--- config.mk ---
export PLATFORM = sky130hd
export DESIGN_NAME = instr_decoder
export DESIGN_NICKNAME = d
export VERILOG_FILES = /design/src/rtl/instr_dec_pkg.sv /design/src/rtl/instr_dec_ctrl.sv /design/src/rtl/instr_dec_fields.sv /design/src/rtl/instr_dec_guard.sv /design/src/rtl/instr_decoder.sv
export SDC_FILE = /design/constraint.sdc
export NUM_CORES = 1
export LEC_CHECK = 0
export BUFFER_PORTS_ARGS = -buffer_cell sky130_fd_sc_hd__buf_2
export CORE_MARGIN = 3
export CORE_UTILIZATION = 34
export DETAILED_ROUTE_END_ITERATION = 6
export GPL_ROUTABILITY_DRIVEN = 0
export GPL_TIMING_DRIVEN = 1
export MAX_ROUTING_LAYER = met4
export PLACE_DENSITY = 0.86
export SKIP_LAST_GASP = 1
export SYNTH_ARGS = -nofsm -noshare
export SYNTH_HDL_FRONTEND = slang
export SYNTH_HIERARCHICAL = 1
export SYNTH_SLANG_ARGS = --single-unit
--- constraint.sdc ---
create_clock -name vclk -period 2.2
set_input_delay 0.22 -clock vclk [all_inputs]
set_output_delay 0.22 -clock vclk [all_outputs]
set_load 0.02 [all_outputs]
--- src/rtl/instr_dec_pkg.sv ---
package instr_dec_pkg;

   typedef enum logic [3:0] {
      OP_MOVE   = 4'd0,
      OP_POP    = 4'd1,
      OP_PUSH   = 4'd2,
      OP_ALU    = 4'd3,
      OP_MOVER  = 4'd4,
      OP_STOR   = 4'd5,
      OP_STORL  = 4'd6,
      OP_LOAD   = 4'd7,
      OP_LOADL  = 4'd8,
      OP_LOADI  = 4'd9,
      OP_LOADIL = 4'd10,
      OP_JAL    = 4'd11,
      OP_HALT   = 4'd12,
      OP_SETB   = 4'd13,
      OP_RSV14  = 4'd14,
      OP_RSV15  = 4'd15
   } opcode_e;

   typedef enum logic [2:0] {
      WB_SUM  = 3'd0,
      WB_ALU  = 3'd1,
      WB_MEM  = 3'd2,
      WB_IMM  = 3'd3,
      WB_EXT  = 3'd4,
      WB_PC   = 3'd5,
      WB_FLAG = 3'd6
   } wb_sel_e;

   typedef enum logic [1:0] {DST_NONE, DST_R2, DST_R1} dst_sel_e;
   typedef enum logic [1:0] {SRC_NONE, SRC_R1, SRC_SP} srca_sel_e;
   typedef enum logic [1:0] {IMM_NONE, IMM_BYTE, IMM_WOFF} imm_sel_e;

   typedef struct packed {
      logic [3:0] op;
      logic [3:0] r2;
      logic [3:0] r1;
      logic [3:0] r0;
   } ifields_t;

   typedef struct packed {
      dst_sel_e  dst;
      srca_sel_e src_a;
      logic      src_b_r0;
      logic      data_r2;
      logic      we;
      logic      byte_wr;
      wb_sel_e   wb;
      logic      mem_rd;
      logic      mem_wr;
      logic      mem_byte;
      logic      sp_up;
      logic      sp_dn;
      imm_sel_e  imm;
      logic      cond_r2;
      logic      branch;
      logic      pc_we;
      logic      alu;
      logic      halt;
      logic [2:0] len;
   } ctrl_t;

endpackage

--- src/rtl/instr_dec_ctrl.sv ---
module instr_dec_ctrl
   import instr_dec_pkg::*;
(
   input  logic [3:0] op_i,
   output ctrl_t      ctrl_o
);

   always_comb begin
      ctrl_o          = '0;
      ctrl_o.dst      = DST_NONE;
      ctrl_o.src_a    = SRC_NONE;
      ctrl_o.wb       = WB_SUM;
      ctrl_o.imm      = IMM_NONE;
      ctrl_o.len      = 3'd2;
      case (opcode_e'(op_i))
         OP_MOVE: begin
            ctrl_o.dst = DST_R2; ctrl_o.we = 1'b1;
            ctrl_o.src_a = SRC_R1; ctrl_o.src_b_r0 = 1'b1;
         end
         OP_POP: begin
            ctrl_o.dst = DST_R2; ctrl_o.we = 1'b1; ctrl_o.wb = WB_MEM;
            ctrl_o.src_a = SRC_SP; ctrl_o.mem_rd = 1'b1; ctrl_o.sp_up = 1'b1;
         end
         OP_PUSH: begin
            ctrl_o.src_a = SRC_SP; ctrl_o.data_r2 = 1'b1;
            ctrl_o.mem_wr = 1'b1; ctrl_o.sp_dn = 1'b1;
         end
         OP_ALU: begin
            ctrl_o.dst = DST_R2; ctrl_o.we = 1'b1; ctrl_o.wb = WB_ALU;
            ctrl_o.src_a = SRC_R1; ctrl_o.src_b_r0 = 1'b1; ctrl_o.alu = 1'b1;
         end
         OP_MOVER: begin
            ctrl_o.dst = DST_R2; ctrl_o.we = 1'b1;
            ctrl_o.src_a = SRC_R1; ctrl_o.imm = IMM_WOFF;
         end
         OP_STOR, OP_STORL: begin
            ctrl_o.src_a = SRC_R1; ctrl_o.src_b_r0 = 1'b1;
            ctrl_o.data_r2 = 1'b1; ctrl_o.mem_wr = 1'b1;
            ctrl_o.mem_byte = (op_i == OP_STOR);
         end
         OP_LOAD, OP_LOADL: begin
            ctrl_o.dst = DST_R2; ctrl_o.we = 1'b1; ctrl_o.wb = WB_MEM;
            ctrl_o.src_a = SRC_R1; ctrl_o.src_b_r0 = 1'b1; ctrl_o.mem_rd = 1'b1;
            ctrl_o.mem_byte = (op_i == OP_LOAD);
            ctrl_o.byte_wr  = (op_i == OP_LOAD);
         end
         OP_LOADI: begin
            ctrl_o.dst = DST_R2; ctrl_o.we = 1'b1; ctrl_o.wb = WB_IMM;
            ctrl_o.byte_wr = 1'b1; ctrl_o.imm = IMM_BYTE;
         end
         OP_LOADIL: begin
            ctrl_o.dst = DST_R2; ctrl_o.we = 1'b1; ctrl_o.wb = WB_EXT;
            ctrl_o.len = 3'd6;
         end
         OP_JAL: begin
            ctrl_o.dst = DST_R2; ctrl_o.we = 1'b1; ctrl_o.wb = WB_PC;
            ctrl_o.src_a = SRC_R1; ctrl_o.src_b_r0 = 1'b1; ctrl_o.pc_we = 1'b1;
         end
         OP_HALT: ctrl_o.halt = 1'b1;
         OP_SETB: begin
            ctrl_o.dst = DST_R1; ctrl_o.we = 1'b1; ctrl_o.wb = WB_FLAG;
            ctrl_o.cond_r2 = 1'b1; ctrl_o.branch = 1'b1; ctrl_o.len = 3'd4;
         end
         default: ;
      endcase
   end

endmodule

--- src/rtl/instr_dec_fields.sv ---
module instr_dec_fields
   import instr_dec_pkg::*;
#(
   parameter int XLEN    = 32,
   parameter int SP_IDX  = 14,
   parameter int WORD_SH = 2
) (
   input  logic [15:0]     instr_i,
   input  ctrl_t           ctrl_i,
   output logic [3:0]      dst_idx_o,
   output logic [3:0]      src_a_idx_o,
   output logic [3:0]      src_b_idx_o,
   output logic [3:0]      data_idx_o,
   output logic [XLEN-1:0] imm_o,
   output logic [3:0]      cond_o
);

   localparam logic [3:0] SP_NUM = 4'(SP_IDX);

   ifields_t f;
   logic [XLEN-1:0] byte_zx;
   logic [XLEN-1:0] off_sx;

   assign f       = ifields_t'(instr_i);
   assign byte_zx = {{(XLEN-8){1'b0}}, f.r1, f.r0};
   assign off_sx  = {{(XLEN-4){f.r0[3]}}, f.r0} << WORD_SH;

   always_comb begin
      case (ctrl_i.dst)
         DST_R2:  dst_idx_o = f.r2;
         DST_R1:  dst_idx_o = f.r1;
         default: dst_idx_o = '0;
      endcase
      case (ctrl_i.src_a)
         SRC_R1:  src_a_idx_o = f.r1;
         SRC_SP:  src_a_idx_o = SP_NUM;
         default: src_a_idx_o = '0;
      endcase
      case (ctrl_i.imm)
         IMM_BYTE: imm_o = byte_zx;
         IMM_WOFF: imm_o = off_sx;
         default:  imm_o = '0;
      endcase
   end

   assign src_b_idx_o = ctrl_i.src_b_r0 ? f.r0 : '0;
   assign data_idx_o  = ctrl_i.data_r2  ? f.r2 : '0;
   assign cond_o      = ctrl_i.cond_r2  ? f.r2 : '0;

endmodule

--- src/rtl/instr_dec_guard.sv ---
module instr_dec_guard #(
   parameter int NUM_CONST = 2,
   parameter bit PROTECT   = 1'b1
) (
   input  logic [3:0] dst_idx_i,
   input  logic       we_raw_i,
   output logic       we_o
);

   localparam logic [3:0] FIRST_RW = 4'(NUM_CONST);

   generate
      if (PROTECT && NUM_CONST > 0) begin : g_masked
         assign we_o = we_raw_i && (dst_idx_i >= FIRST_RW);
      end else begin : g_open
         assign we_o = we_raw_i;
      end
   endgenerate

endmodule

--- src/rtl/instr_decoder.sv ---
module instr_decoder
   import instr_dec_pkg::*;
#(
   parameter int XLEN      = 32,
   parameter int NUM_CONST = 2,
   parameter bit PROTECT   = 1'b1,
   parameter int SP_IDX    = 14,
   parameter int SP_STEP   = 4
) (
   input  logic [15:0]     instr_i,
   output logic [3:0]      op_o,
   output logic [3:0]      dst_idx_o,
   output logic [3:0]      src_a_idx_o,
   output logic [3:0]      src_b_idx_o,
   output logic [3:0]      data_idx_o,
   output logic            dst_we_o,
   output logic            byte_wr_o,
   output logic [2:0]      wb_sel_o,
   output logic            sp_we_o,
   output logic [XLEN-1:0] sp_delta_o,
   output logic            mem_rd_o,
   output logic            mem_wr_o,
   output logic            mem_byte_o,
   output logic [XLEN-1:0] imm_o,
   output logic [3:0]      cond_o,
   output logic            branch_o,
   output logic            pc_we_o,
   output logic            alu_o,
   output logic            halt_o,
   output logic [2:0]      len_o
);

   localparam logic [XLEN-1:0] STEP     = XLEN'(SP_STEP);
   localparam int              WORD_SH  = $clog2(SP_STEP);

   generate
      if (XLEN < 8) begin : g_bad_xlen
         $error("instr_decoder: XLEN must hold a byte immediate");
      end
      if (SP_IDX < NUM_CONST || SP_IDX > 15) begin : g_bad_sp
         $error("instr_decoder: stack pointer must be a writable register");
      end
      if (NUM_CONST < 0 || NUM_CONST > 15) begin : g_bad_const
         $error("instr_decoder: NUM_CONST out of range");
      end
      if ((1 << WORD_SH) != SP_STEP) begin : g_bad_step
         $error("instr_decoder: SP_STEP must be a power of two");
      end
   endgenerate

   ctrl_t ctrl;

   instr_dec_ctrl u_ctrl (
      .op_i   (instr_i[15:12]),
      .ctrl_o (ctrl)
   );

   instr_dec_fields #(
      .XLEN    (XLEN),
      .SP_IDX  (SP_IDX),
      .WORD_SH (WORD_SH)
   ) u_fields (
      .instr_i     (instr_i),
      .ctrl_i      (ctrl),
      .dst_idx_o   (dst_idx_o),
      .src_a_idx_o (src_a_idx_o),
      .src_b_idx_o (src_b_idx_o),
      .data_idx_o  (data_idx_o),
      .imm_o       (imm_o),
      .cond_o      (cond_o)
   );

   instr_dec_guard #(
      .NUM_CONST (NUM_CONST),
      .PROTECT   (PROTECT)
   ) u_guard (
      .dst_idx_i (dst_idx_o),
      .we_raw_i  (ctrl.we),
      .we_o      (dst_we_o)
   );

   assign op_o       = instr_i[15:12];
   assign byte_wr_o  = ctrl.byte_wr;
   assign wb_sel_o   = ctrl.wb;
   assign sp_we_o    = ctrl.sp_up | ctrl.sp_dn;
   assign sp_delta_o = ctrl.sp_up ? STEP : (ctrl.sp_dn ? ('0 - STEP) : '0);
   assign mem_rd_o   = ctrl.mem_rd;
   assign mem_wr_o   = ctrl.mem_wr;
   assign mem_byte_o = ctrl.mem_byte;
   assign branch_o   = ctrl.branch;
   assign pc_we_o    = ctrl.pc_we;
   assign alu_o      = ctrl.alu;
   assign halt_o     = ctrl.halt;
   assign len_o      = ctrl.len;

endmodule

==> metrics.txt, run 1 <==
die footprint=4090 um2; final slew viol count=0; critical-path cell list=buf_2 > nor2b_2 > o21ai_0 > o21a_1 > inv_1 > ha_1 > a22oi_1 > nor2_1 > o31a_1 > buf_2; crit-path max cell delay=0.28 ns; antenna cells=0; number of global-route vias before repair=1,004; CP Capture Type=output port; first-pass GRT wire length=4410 um; Design Area, Final=1330 um2; type of origin of the critical path=input pin; hold crit path type=input pin to output port; share of layout cells above drive strength 1=57.2%; status=finished clean; Post-Route WL=2900 um; synth warn=6; grt ovf=0; fin crit period=2.01 ns; max cap viols=0; P_int=0.0000932 W; synthesis-to-layout area growth=16.7%; met3 Track Usage GR=1.05%; Post-route DRC=0; RSZ-0062 raised after global routing=false; Max Fclk=499 MHz; most frequent cells in the layout=buf_2, and2_1, nor2_1; synth unique cells=35; WL per Instance=10.6 um; Sw Ratio=64.6%; cts hold-fix bufs=0; Flop pwr share=0%; CP Class=input pin to output port; IO buf count=117; DR vias/cell=4.42; fin nets=253; DRT antenna net count=0; Crit path buffers/inverters=3; Final Power=0.000263 W; routing usage on met2=25.4%; chip width=63.9 um; first-pass iteration count of the detailed router=6; PwrDens=198 nW/um2; Net Switching=0.000170 W; final sequential cell count=0; Util after Layout=42.6%; post-synthesis average cell area=6.60 um2; initial antenna violation count=0; Post-CTS Resized=0; Final HPWL DP=2530 um; Max rail drop VDD=0.0755 mV; GR Util met1=14.7%; Cells after Synth=173; Post-CTS Repair Setup Buffers=0; Worst EP required=1.98 ns; hold worst-path end=op_o[1]; Initial Utilization=36.5%; Worst Setup SP=instr_i[12]; hold path cells=2; GRT busiest layer=met2; Final Hold Vio Count=0; Starting DRT DRC Count=33; Core Region=3130 um2; clock share of power=0%; Seq. cell area=0 um2; Pleak=0.901 nW; critical path's most frequent cell=buf_2; Vias=1,208; CP Data Arrival Time=1.79 ns; Combinational Power Share=100.0%; largest net degree at the start of global routing=30; setup TNS=0 ns; dpl cell area=1330 um2; Die Height=63.9 um; CP max FO=5; final setup vio count=0; Crit-path slowest cell=o31a_1; post-synthesis sequential area ratio=0%; GRT Util Overall=12.9%; Top Ports=120; most common cell after layout, fill and taps aside=buf_2; post-synth design cell area=1140 um2; Hold Startpoint=instr_i[13]; Core Rows=20; Tcrit/Tclk final=91.2%; # clk buffers=0; cell family with most CP delay=compound AO/OA/AOI/OAI gates
## Yosys cell counts, drive strengths merged, types with 2 or more instances
cell type / number / area share, %
buf: 67 / 44
and2: 15 / 8.2
nor2: 15 / 4.9
a21oi: 9 / 3.9
inv: 8 / 2.6
nand2: 8 / 2.6
a22oi: 7 / 4.6
ha: 6 / 6.6
o21ai: 6 / 2.6
nor3: 5 / 2.2
nand2b: 4 / 2.4
and3b: 2 / 1.8
conb: 2 / 0.66
nand3: 2 / 0.88
nor2b: 2 / 1.3
## power by group through the flow
stage | clock [W] | combinational, W | sequential [W]
CTS | 0 | 0.000267 | 0
global route | 0 | 0.000290 | 0
detailed placement | 0 | 0.000266 | 0
global placement | 0 | 0.000262 | 0
floorplan | 0 | 0.000208 | 0
finish | 0 | 0.000263 | 0
## metal layers
metal / routed length [um] / share of wire, %
met5: 0 / 0
met4: 0 / 0
met3: 322 / 11
met2: 1430 / 49
met1: 1150 / 40
## stage by stage
stage | instances | hold WS, ns | worst slack [ns]
after detailed placement | 273 | 0.752 | 0.181
final | 273 | 0.749 | 0.194
after global placement | 273 | 0.745 | 0.217
after floorplan | 174 | 0.553 | 0.133
after global routing | 273 | 0.772 | 0.00855
after CTS | 273 | 0.750 | 0.183
## cell type report
class              instances  area [um2]
well taps                 44        55.1
inverters                  8        30.0
multi-input cells         98         616
fillers                  339        1800
repair buffers           123         631
## logic make-up (layout without fill, tap and decap cells)
| group | count (synthesis) | count (layout) | share of synthesized area (%) |
|---|---|---|---|
| AOI/OAI and AO/OA | 29 | 29 | 16.4 |
| xor gates and xnor gates | 1 | 1 | 0.768 |
| other | 2 | 3 | 0.658 |
| buffers and inverters | 76 | 131 | 47.0 |
| and+or+nand+nor | 58 | 58 | 27.6 |
| adders and majority gates | 6 | 6 | 6.58 |
| muxes | 1 | 1 | 0.877 |
## how the worst max path moves through the flow
stage               endpoint  slack (ns)  cells after the start
finish              dst_we_o        0.19                     10
detailed placement  dst_we_o        0.18                     10
global route        dst_we_o       0.009                     10
floorplan           dst_we_o        0.13                      8
global placement    dst_we_o        0.22                     10
CTS                 dst_we_o        0.18                     10
Power figures use the tool's default switching activity.
==> inputs of run 2 (changes only) <==
--- a/config.mk
+++ b/config.mk
@@ -6,7 +6,6 @@
 export NUM_CORES = 1
 export LEC_CHECK = 0
 export BUFFER_PORTS_ARGS = -buffer_cell sky130_fd_sc_hd__buf_2
-export CORE_MARGIN = 3
 export CORE_UTILIZATION = 34
 export DETAILED_ROUTE_END_ITERATION = 6
 export GPL_ROUTABILITY_DRIVEN = 0
==> run 2 against run 1 <==
Net effect:
- die area decreased by 12%
- critical path depth unchanged
- first-iteration DRC count increased by 3.0%
- maximum frequency down 2.6%
- utilization down 0.24 points
- global-route usage rose by 0.64 points
- via count is 2.4% lower
- total power fell by 2.2%
- routed wire length fell by 9.2%
- cell count fell by 1.1%
- combinational power down 2%
- critical path type unchanged
- critical endpoint unchanged
==> metrics.txt, run 2 (same netlist as run 1, synthesis figures left out) <==
largest net degree at the start of global routing=30 (unchanged); final slew viol count=0 (unchanged); Initial Utilization=36.5% (unchanged); met3 Track Usage GR=0.866% (was 1.05%); die footprint=3590 um2 (was 4090 um2); fin nets=250 (was 253); GRT Util Overall=13.5% (was 12.9%); most common cell after layout, fill and taps aside=buf_2 (unchanged); most frequent cells in the layout=buf_2, and2_1, nor2_1 (unchanged); hold crit path type=input pin to output port (unchanged); Combinational Power Share=100.0% (about the same); cts hold-fix bufs=0 (unchanged); fin crit period=2.06 ns (was 2.01 ns); Starting DRT DRC Count=34 (was 33); Final Power=0.000258 W (was 0.000263 W); Core Rows=20 (unchanged); dpl cell area=1320 um2 (was 1330 um2); CP Data Arrival Time=1.84 ns (was 1.79 ns); Tcrit/Tclk final=93.6% (was 91.2%); routing usage on met2=24.4% (was 25.4%); CP max FO=8 (was 5); synthesis-to-layout area growth=16.0% (was 16.7%); DRT antenna net count=0 (unchanged); type of origin of the critical path=input pin (unchanged); clock share of power=0% (about the same); initial antenna violation count=0 (unchanged); Post-CTS Repair Setup Buffers=0 (unchanged); Design Area, Final=1320 um2 (was 1330 um2); CP Capture Type=output port (unchanged); Sw Ratio=65.3% (was 64.6%); IO buf count=117 (unchanged); first-pass GRT wire length=3800 um (was 4410 um); Final HPWL DP=2250 um (was 2530 um); chip width=59.9 um (was 63.9 um); first-pass iteration count of the detailed router=4 (was 6); PwrDens=195 nW/um2 (was 198 nW/um2); Die Height=59.9 um (was 63.9 um); GRT busiest layer=met2 (unchanged); status=finished clean (unchanged); Util after Layout=42.3% (was 42.6%); # clk buffers=0 (unchanged); Core Region=3130 um2 (unchanged); hold path cells=3 (was 2); Post-Route WL=2630 um (was 2900 um); share of layout cells above drive strength 1=56.6% (was 57.2%); DR vias/cell=4.37 (was 4.42); final setup vio count=0 (unchanged); final sequential cell count=0 (unchanged); area of the multi-input gates=616 um2 (unchanged); Pleak=0.891 nW (was 0.901 nW); Seq. cell area=0 um2 (unchanged); RSZ-0062 raised after global routing=true (was false); Max rail drop VDD=0.0816 mV (was 0.0755 mV); Hold Startpoint=instr_i[11] (was instr_i[13]); hold worst-path end=data_idx_o[3] (was op_o[1]); Max Fclk=486 MHz (was 499 MHz); CP Class=input pin to output port (unchanged); Vias=1,179 (was 1,208); fillcell total=330 (was 339); Post-route DRC=0 (unchanged); Final Hold Vio Count=0 (unchanged); WL per Instance=9.74 um (was 10.6 um); Worst EP required=1.98 ns (about the same); max cap viols=0 (unchanged); Flop pwr share=0% (about the same); Top Ports=120 (unchanged); number of global-route vias before repair=855 (was 1,004); grt ovf=0 (unchanged); antenna cells=0 (unchanged); WHS=0.790 ns (was 0.749 ns); P_int=0.0000894 W (was 0.0000932 W); Net Switching=0.000168 W (was 0.000170 W); GR Util met1=17.4% (was 14.7%)
==> run 2: cell count changes in the layout (fill, tap and decap cells not counted), sizes merged <==
cell / before / now
clkbuf: 0 / 1
buf: 123 / 119
==> run 2: cell type report <==
| cell class | instances | share of cell area (%) |
|---|---|---|
| Timing Repair Buffer | 120 | 47.1 |
| Multi-Input combinational cell | 98 | 46.5 |
| Tap cell | 44 | 4.16 |
| Inverter | 8 | 2.27 |
==> run 2: worst max-delay path by stage <==
| stage | from | to | slack (ns) | cells after the start |
|---|---|---|---|---|
| 3_3_place_gp | instr_i[13] | dst_we_o | 0.17 | 10 |
| 2_1_floorplan | instr_i[14] | dst_we_o | 0.13 | 8 |
| 4_1_cts | instr_i[13] | dst_we_o | 0.1 | 10 |
| 3_5_place_dp | instr_i[13] | dst_we_o | 0.10 | 10 |
| 6_report | instr_i[12] | dst_we_o | 0.14 | 10 |
| 5_1_grt | instr_i[14] | imm_o[31] | -0.007 | 8 |
==> run 2: routing by layer <==
layer | vias up | routed length, um
met2 | 78 | 1300
met1 | 495 | 1090
met3 | 0 | 241
met4 | 0 | 0
met5 | - | 0
li1 | 606 | -
==> run 2: worst max-delay path, cell delays in order <==
cell and delay, ns:
buf_2 0.14, nor2b_2 0.18, o21ai_0 0.14, o21a_1 0.16, inv_1 0.05, ha_1 0.23
a22oi_1 0.20, nor2_1 0.08, o31a_1 0.28, buf_2 0.16
==> run 2: repair_timing <==
item	CTS	global route
setup endpoints to repair	0	18
gates resized for setup	0	1
endpoints found under the hold margin	0	0
==> run 2: power groups by stage <==
stage / Sequential, W / Clock (W) / Combinational [W]
after CTS: 0 / 0 / 0.000260
after global routing: 0 / 0 / 0.000283
after detailed placement: 0 / 0 / 0.000259
after global placement: 0 / 0 / 0.000255
final: 0 / 0 / 0.000258
after floorplan: 0 / 0 / 0.000208
==> run 2: metrics by stage <==
stage	std cells	worst slack, ns	setup TNS (ns)
after floorplan	174	0.133	0
final	270	0.141	0
after global routing	270	-0.00721	-0.0328
after detailed placement	270	0.100	0
after CTS	270	0.0992	0
after global placement	270	0.167	0
==> inputs of run 3 (changes only) <==
--- a/config.mk
+++ b/config.mk
@@ -6,12 +6,12 @@
 export NUM_CORES = 1
 export LEC_CHECK = 0
 export BUFFER_PORTS_ARGS = -buffer_cell sky130_fd_sc_hd__buf_2
-export CORE_UTILIZATION = 34
+export CORE_UTILIZATION = 40
 export DETAILED_ROUTE_END_ITERATION = 6
 export GPL_ROUTABILITY_DRIVEN = 0
 export GPL_TIMING_DRIVEN = 1
 export MAX_ROUTING_LAYER = met4
-export PLACE_DENSITY = 0.86
+export PLACE_DENSITY = 0.94
 export SKIP_LAST_GASP = 1
 export SYNTH_ARGS = -nofsm -noshare
 export SYNTH_HDL_FRONTEND = slang
==> constraint.sdc (replaced) <==
create_clock -name vclk -period 2.55
set_input_delay 0.255 -clock vclk [all_inputs]
set_output_delay 0.255 -clock vclk [all_outputs]
set_load 0.02 [all_outputs]
==> run 3 against run 2 <==
Net effect:
- cell area fell by 3.3%
- clock-buffer cell count did not move
- setup slack improved by 0.19 ns
- critical path type unchanged
==> metrics.txt, run 3 (same netlist as run 1, synthesis figures left out) <==
final setup vio count=0 (unchanged); grt ovf=0 (unchanged); DRT antenna net count=0 (unchanged); # clk buffers=0 (unchanged); PwrDens=170 nW/um2 (was 195 nW/um2); Worst EP required=2.30 ns (was 1.98 ns); fin nets=249 (was 250); Post-route DRC=0 (unchanged); Seq. cell area=0 um2 (unchanged); RSZ-0062 raised after global routing=false (was true); Post-CTS Resized=0 (unchanged); DR vias/cell=4.67 (was 4.37); chip width=55.4 um (was 59.9 um); largest net degree at the start of global routing=30 (unchanged); Die Height=55.4 um (was 59.9 um); final sequential cell count=0 (unchanged); met3 WL=206 um (was 241 um); synthesis-to-layout area growth=12.2% (was 16.0%); CP Data Arrival Time=1.97 ns (was 1.84 ns); dpl cell area=1280 um2 (was 1320 um2); Pleak=0.882 nW (was 0.891 nW); share of layout cells above drive strength 1=56.4% (was 56.6%); most frequent cells in the layout=buf_2, and2_1, nor2_1 (unchanged); Design Area, Final=1280 um2 (was 1320 um2); max layer used=met3 (unchanged); cts hold-fix bufs=0 (unchanged); WL per Instance=9.25 um (was 9.74 um); Final HPWL DP=1970 um (was 2250 um); GRT Util Overall=14.6% (was 13.5%); Final Power=0.000218 W (was 0.000258 W); Max rail drop VDD=0.0995 mV (was 0.0816 mV); wire length on met2=1150 um (was 1300 um); final worst slack=0.328 ns (was 0.141 ns); Tcrit/Tclk final=87.2%; Hold Startpoint=instr_i[4] (was instr_i[11]); type of origin of the critical path=input pin (unchanged); IO buf count=117 (unchanged); CP max FO=18 (was 8); CP Class=input pin to output port (unchanged); most common cell after layout, fill and taps aside=buf_2 (unchanged); Worst Setup SP=instr_i[12] (unchanged); final slew viol count=0 (unchanged); number of global-route vias before repair=868 (was 855); Post-Route WL=2370 um (was 2630 um); Final Hold Vio Count=0 (unchanged); antenna cells=0 (unchanged); Vias=1,195 (was 1,179); Top Ports=120 (unchanged); Max Fclk=450 MHz; fillcell total=281 (was 330); status=finished clean (unchanged); die footprint=3070 um2 (was 3590 um2); initial antenna violation count=0 (unchanged); setup TNS=0 ns (unchanged); fin crit period=2.22 ns; Core Rows=19 (was 20); Starting DRT DRC Count=56 (was 34); first-pass GRT wire length=3800 um (about the same); Post-CTS Repair Setup Buffers=0 (unchanged); hold crit path type=input pin to output port (unchanged); Worst Setup EP=imm_o[23] (was dst_we_o); max cap viols=0 (unchanged); Core Region=2730 um2 (was 3130 um2); dpl ws=0.318 ns (was 0.100 ns); Initial Utilization=41.7% (was 36.5%); CP Capture Type=output port (unchanged); M1 WL=1010 um (was 1090 um); first-pass iteration count of the detailed router=4 (unchanged)
[run 3: where the power goes]
group / leakage (nW) / internal, W / switching [W] / total (W)
Clock: 0 / 0 / 0 / 0
Sequential: 0 / 0 / 0 / 0
Combinational: 0.882 / 0.0000752 / 0.000143 / 0.000218
[run 3: area by class of cell]
class	count	area [um2]	area share, %
multi-input combinational	98	611	47.7
timing repair buffer	119	601	46.9
tap	31	38.8	3.03
inverter	8	30.0	2.35
[run 3: routing by layer]
| layer | vias up | track usage, % |
|---|---|---|
| met4 | 0 | 0 |
| met2 | 78 | 26.9 |
| met5 | - | - |
| met1 | 510 | 19.0 |
| met3 | 0 | 0.468 |
| li1 | 607 | - |
[run 3: critical path: stages]
cell	delay (ns)
buf_2	0.23
or2b_1	0.31
nor2_1	0.17
inv_1	0.06
ha_1	0.32
nor2_2	0.23
buf_4	0.22
buf_2	0.18
[run 3: worst min-delay path by stage]
stage / to / slack, ns / cells past startpoint
floorplan: op_o[0] / 0.62 / 1
global route: src_a_idx_o[0] / 0.87 / 4
global placement: src_a_idx_o[0] / 0.86 / 4
finish: src_a_idx_o[0] / 0.86 / 4
detailed placement: src_b_idx_o[1] / 0.86 / 3
CTS: src_b_idx_o[1] / 0.86 / 3
[run 3: per-stage QoR]
stage | instances | hold WS (ns) | util [%]
after floorplan | 174 | 0.623 | -
after CTS | 256 | 0.861 | 46.8
final | 256 | 0.857 | 46.8
after global placement | 256 | 0.858 | 46.8
after detailed placement | 256 | 0.860 | 46.8
after global routing | 256 | 0.871 | 46.8
